===== config.mk =====
export PLATFORM = sky130hd
export DESIGN_NAME = frac_master_ctr
export DESIGN_NICKNAME = d
export VERILOG_FILES = /design/src/rtl/frac_ctr_pkg.sv /design/src/rtl/frac_ratio_regs.sv /design/src/rtl/frac_phase_step.sv /design/src/rtl/frac_master_ctr.sv
export SDC_FILE = /design/constraint.sdc
export NUM_CORES = 1
export LEC_CHECK = 0
export ABC_AREA = 1
export BUFFER_PORTS_ARGS = -buffer_cell sky130_fd_sc_hd__buf_2
export CAP_MARGIN = 30
export CELL_PAD_IN_SITES_DETAIL_PLACEMENT = 1
export CELL_PAD_IN_SITES_GLOBAL_PLACEMENT = 1
export CORE_ASPECT_RATIO = 1.1
export CORE_MARGIN = 4
export CORE_UTILIZATION = 42
export CTS_CLUSTER_DIAMETER = 120
export DETAILED_ROUTE_END_ITERATION = 7
export PLACE_DENSITY = 0.87
export SLEW_MARGIN = 15
export SYNTH_ARGS = -nofsm -noshare
export SYNTH_HDL_FRONTEND = slang
export SYNTH_SLANG_ARGS = --single-unit

===== constraint.sdc =====
create_clock -name clk_i -period 6.67 [get_ports clk_i]
set_input_delay 0 -clock clk_i [delete_from_list [all_inputs] [get_ports clk_i]]
set_output_delay 0 -clock clk_i [all_outputs]
set_load 0.005 [all_outputs]

===== src/rtl/frac_ctr_pkg.sv =====
package frac_ctr_pkg;
    localparam int unsigned FIELD_W = 12;
    localparam int unsigned REG_W   = 32;
    localparam int unsigned CNT_W   = 64;

    typedef enum logic {
        SEL_NUM = 1'b0,
        SEL_DEN = 1'b1
    } ratio_sel_e;
endpackage


===== src/rtl/frac_ratio_regs.sv =====
module frac_ratio_regs #(
    parameter int unsigned REG_W   = 32,
    parameter int unsigned FIELD_W = 12,
    parameter logic [REG_W-FIELD_W-1:0] RSVD_VAL = '0,
    parameter logic [FIELD_W-1:0] NUM_RST = 4,
    parameter logic [FIELD_W-1:0] DEN_RST = 25
) (
    input  logic               clk_i,
    input  logic               rst_ni,
    input  logic               we_i,
    input  logic               sel_i,
    input  logic [REG_W-1:0]   wdata_i,
    output logic [FIELD_W-1:0] num_o,
    output logic [FIELD_W-1:0] den_o,
    output logic [REG_W-1:0]   num_reg_o,
    output logic [REG_W-1:0]   den_reg_o
);
    import frac_ctr_pkg::*;

    typedef struct packed {
        logic [FIELD_W-1:0] num;
        logic [FIELD_W-1:0] den;
    } ratio_t;

    ratio_t ratio_d, ratio_q;

    // Upper data bits carry no meaning for this block.
    logic unused_wdata_hi;
    assign unused_wdata_hi = ^wdata_i[REG_W-1:FIELD_W];

    always_comb begin
        ratio_d = ratio_q;
        if (we_i) begin
            if (ratio_sel_e'(sel_i) == SEL_NUM) begin
                ratio_d.num = wdata_i[FIELD_W-1:0];
            end else begin
                ratio_d.den = wdata_i[FIELD_W-1:0];
            end
        end
    end

    always_ff @(posedge clk_i) begin
        if (!rst_ni) begin
            ratio_q.num <= NUM_RST;
            ratio_q.den <= DEN_RST;
        end else begin
            ratio_q <= ratio_d;
        end
    end

    assign num_o     = ratio_q.num;
    assign den_o     = ratio_q.den;
    assign num_reg_o = {RSVD_VAL, ratio_q.num};
    assign den_reg_o = {RSVD_VAL, ratio_q.den};
endmodule


===== src/rtl/frac_phase_step.sv =====
module frac_phase_step #(
    parameter int unsigned FIELD_W = 12,
    localparam int unsigned ACC_W  = FIELD_W + 1
) (
    input  logic [ACC_W-1:0]   acc_i,
    input  logic [FIELD_W-1:0] num_i,
    input  logic [FIELD_W-1:0] den_i,
    output logic [ACC_W-1:0]   acc_o,
    output logic               carry_o
);
    logic [ACC_W-1:0] sum;
    logic [ACC_W-1:0] den_ext;

    always_comb begin
        den_ext = {1'b0, den_i};
        sum     = acc_i + {1'b0, num_i};
        carry_o = (sum >= den_ext);
        acc_o   = carry_o ? (sum - den_ext) : sum;
    end
endmodule


===== src/rtl/frac_master_ctr.sv =====
module frac_master_ctr #(
    parameter int unsigned REG_W   = frac_ctr_pkg::REG_W,
    parameter int unsigned FIELD_W = frac_ctr_pkg::FIELD_W,
    parameter int unsigned CNT_W   = frac_ctr_pkg::CNT_W,
    parameter logic [REG_W-FIELD_W-1:0] RSVD_VAL = 20'h5A5A5,
    parameter logic [FIELD_W-1:0] NUM_RST = 4,
    parameter logic [FIELD_W-1:0] DEN_RST = 25
) (
    input  logic             clk_i,
    input  logic             rst_ni,
    input  logic             cfg_we_i,
    input  logic             cfg_sel_i,
    input  logic [REG_W-1:0] cfg_wdata_i,
    output logic [REG_W-1:0] num_reg_o,
    output logic [REG_W-1:0] den_reg_o,
    output logic [CNT_W-1:0] count_o,
    output logic             cfg_err_o
);
    localparam int unsigned ACC_W = FIELD_W + 1;

    typedef struct packed {
        logic [CNT_W-1:0] cnt;
        logic [ACC_W-1:0] acc;
    } state_t;

    state_t state_d, state_q;

    logic [FIELD_W-1:0] num;
    logic [FIELD_W-1:0] den;
    logic [ACC_W-1:0]   acc_step;
    logic               carry;
    logic               bad_ratio;

    frac_ratio_regs #(
        .REG_W   (REG_W),
        .FIELD_W (FIELD_W),
        .RSVD_VAL(RSVD_VAL),
        .NUM_RST (NUM_RST),
        .DEN_RST (DEN_RST)
    ) i_regs (
        .clk_i    (clk_i),
        .rst_ni   (rst_ni),
        .we_i     (cfg_we_i),
        .sel_i    (cfg_sel_i),
        .wdata_i  (cfg_wdata_i),
        .num_o    (num),
        .den_o    (den),
        .num_reg_o(num_reg_o),
        .den_reg_o(den_reg_o)
    );

    frac_phase_step #(
        .FIELD_W(FIELD_W)
    ) i_step (
        .acc_i  (state_q.acc),
        .num_i  (num),
        .den_i  (den),
        .acc_o  (acc_step),
        .carry_o(carry)
    );

    // A zero step never advances; a step above the modulus would need two carries.
    assign bad_ratio = (num == '0) || (num > den);

    always_comb begin
        state_d = state_q;
        if (cfg_we_i) begin
            state_d.acc = '0;
        end else if (!bad_ratio) begin
            state_d.acc = acc_step;
            state_d.cnt = state_q.cnt + CNT_W'(carry);
        end
    end

    always_ff @(posedge clk_i) begin
        if (!rst_ni) begin
            state_q <= '0;
        end else begin
            state_q <= state_d;
        end
    end

    assign count_o   = state_q.cnt;
    assign cfg_err_o = bad_ratio;
endmodule


==> metrics.md <==
| Metric | Value |
|---|---|
| Slowest CP cell | `ha_1` |
| Count leader, synth | `nand2_1` |
| Syn_area_per_cell | `6.54 µm²` |
| Gate power share | `0.362` |
| Number of max-cap violations | `0` |
| Share of layout cells above drive strength 1 | `0.136` |
| Hold Path Class | `in -> reg` |
| Setup CP Type | `reg -> reg` |
| # IOs | `165` |
| Core ar. | `around 0.018 mm²` |
| Layout Nets | `between 1000 and 1500` |
| P_leak | `about 3.7 nW` |
| Top_reg_cell synth | `dfxtp_1` |
| N_diodes | `0` |
| Final period demand of the worst path | `roughly 5.8 ns` |
| Pwr dens | `222 mW/mm²` |
| Post-CTS Setup Inserts | `0` |
| Clock skew | `just under 0.01 ns` |
| Std-Cell Rows | `51` |
| Worst-path maximum fanout | `15` |
| Sequential area share after synthesis | `0.269` |
| Htree depth | `3` |
| Top cell type's share of synthesized area | `0.269` |
| F_max | `~170 MHz` |
| Detail Route Antenna Nets | `0` |
| Chip height | `between 100 and 150 µm` |
| Post-DR vias/cell | `between 5 and 6` |
| Fillers | `~2400` |
| First-pass GRT wire length | `between 40000 and 50000 µm` |
| Clock power frac | `0.286` |
| Synth Register Bits | `101` |
| I/O Buffers | `around 100` |
| Int Power | `between 1 and 1.5 mW` |
| Sum Neg Setup Slack | `0 ns` |
| GRT Util Overall | `0.260` |
| Post-synthesis async set-or-reset flop share | `0` |
| Initial antenna violation count | `0` |
| Slew @ Worst Pin | `around 0.7 ns` |
| DP HPWL | `~21000 µm` |
| Clk slew on worst S/H paths | `approximately 0.080 ns` |
| Outcome | `finished, final reports clean` |
| Root buffer cell | `clkbuf_16` |
| CP Launch Type | `flip-flop` |
| Sequential cell area | `~0.002 mm²` |
| Netlist cell types | `44` |
| Clock Path Buffers | `2` |
| CTS Buf Count | `9` |
| Post-synth top cells | `nand2_1 (320), a21oi_1 (115), inv_1 (115), nor2_1 (102), dfxtp_1 (101)` |
| Fin crit share | `0.866` |
| Worst path arrival time | `roughly 6 ns` |
| Max-slew headroom | `0.533` |
| Final setup vio count | `0` |
| Yosys warns | `0` |
| Switching share of power | `0.397` |
| Slew Limit Fails | `0` |
| Clk_lat worst skew | `approximately 0.37 ns` |
| Largest net degree at the start of global routing | `between 60 and 70` |
| Drt pass-1 iters | `4` |
| Cells after synthesis | `1148` |
| CP peak stage delay | `roughly 0.44 ns` |
| Starting Density | `0.426` |
| Sink Count | `between 100 and 150` |
| Fin. Hold Viols | `0` |
| Die area | `about 0.020 mm²` |
| Area Overhead vs Synth | `12.8%` |
| Worst EP required | `6.89 ns` |
| Sequential power share | `0.352` |
| Synth top area cells | `dfxtp_1 (27%), nand2_1 (16%), a21oi_1 (7.7%)` |
| RSZ-0062 raised after global routing | `no` |
| Vias | `around 7700` |
| Number of global-route vias before repair | `7985` |
| CTS tree | `done` |
| Cell Area, Synth | `0.00751 mm²` |
| Die span in x | `between 100 and 150 µm` |
| Total grt overflow | `0` |
| Worst Setup End Kind | `flip-flop` |
| Initial drt markers | `270` |
| Largest area contributor in the netlist | `dfxtp_1` |
| Sw Pwr | `0.746 mW` |
| Area of the multi-input gates | `roughly 0.0047 mm²` |
| WL/cell | `17.5 µm` |
| RePlAce Congestion | `around 1` |
| DRC Markers | `0` |
| Routed WL | `roughly 26000 µm` |
| Peak VDD IR | `0.137 mV` |
| Post-synth EDFFs | `0` |
| Tot Pwr | `approximately 1.9 mW` |
sequential cells by signal (all words and copies together), names as in the netlist:
register / cells
state_q: 13
i_regs.num_o: 12
i_regs.den_o: 12
count_o: 64
worst paths after layout:
path / startpoint / slack, ns / cells past startpoint / endpoint
setup / recovery: i_regs.num_o[0] / 0.89 / 27 / count_o[48]
hold / removal: rst_ni / 0.06 / 2 / i_regs.num_o[2]
setup reg to reg: i_regs.num_o[0] / 0.89 / 27 / count_o[48]
hold reg to reg: state_q[11] / 0.49 / 2 / state_q[11]
timing repair:
action                    in CTS  in global routing
hold endpoints to repair      24                  0
gates resized for setup        0                  0
hold buffers                  12                  0
area by class of cell:
class                      instances  share of cell area
inverter                         127              0.0564
multi-input combinational        890               0.556
timing repair buffer             119              0.0797
tap                              238              0.0351
clock inverter                     6             0.00620
clock buffer                      10              0.0282
sequential                       101               0.239
power groups by stage:
stage | clock, mW | sequential, mW | combinational, mW
after detailed placement | 0 | 0.674 | 0.664
after CTS | 0.553 | 0.661 | 0.680
after global placement | 0 | 0.673 | 0.638
after floorplan | 0 | 0.664 | 0.528
after global routing | 0.576 | 0.664 | 0.767
final | 0.537 | 0.661 | 0.681
logic make-up after synthesis:
logic type | Yosys count | share of synthesized area
AOI/OAI and AO/OA | 163 | 0.113
xor gates and xnor gates | 73 | 0.0851
adders and majority gates | 40 | 0.0686
buffers and inverters | 195 | 0.123
DFF | 101 | 0.269
other | 2 | 0.00100
and+or+nand+nor | 574 | 0.339
routing by layer:
layer / track usage / vias up / part of all wire
met5: 0 / - / 0
met2: 0.496 / 187 / 0.53
met1: 0.282 / 3679 / 0.40
li1: - / 3818 / -
met3: 0.0389 / 48 / 0.039
met4: 0.110 / 0 / 0.034
worst max-delay path, delay by kind of cell, from the launching register on:
family / cells / cell delay (ns)
fa+ha+maj: 5 / 1.86
buf+inv: 5 / 0.44
simple gates: 12 / 2.09
xor+xnor: 2 / 0.34
compound gates: 3 / 0.44
flops: 1 / 0.43
metrics by stage:
stage                      util  hold slack [ns]  instance area (µm²)  cells  worst slack [ns]
after floorplan               -            0.113                 7650   1186              2.22
after global placement    0.457            0.216                 8040   1462              1.17
after detailed placement  0.458            0.225                 8060   1463              1.02
after CTS                 0.481           0.0145                 8470   1491             0.982
after global routing      0.481           0.0558                 8470   1491             0.450
final                     0.481           0.0570                 8470   1491             0.891
placed cells by master (no fill, tap or decap), types with 3 or more instances in the layout:
master and count:
dlygate4sd3_1 12, nor2_4 5, xnor2_1 24, clkbuf_16 9
nand3_1 47, buf_2 104, dfxtp_1 101, inv_2 11
o21a_1 3, ha_1 38, a21oi_1 115, o211ai_1 4
nor2_2 6, conb_1 40, nor3_2 7, nor3_1 28
nand4_1 33, inv_1 115, xor2_1 49, nand2_2 9
nor2_1 102, nand2_1 320, nor4_1 4, o21ai_0 32
No activity file was read; power rests on OpenSTA's default activity.
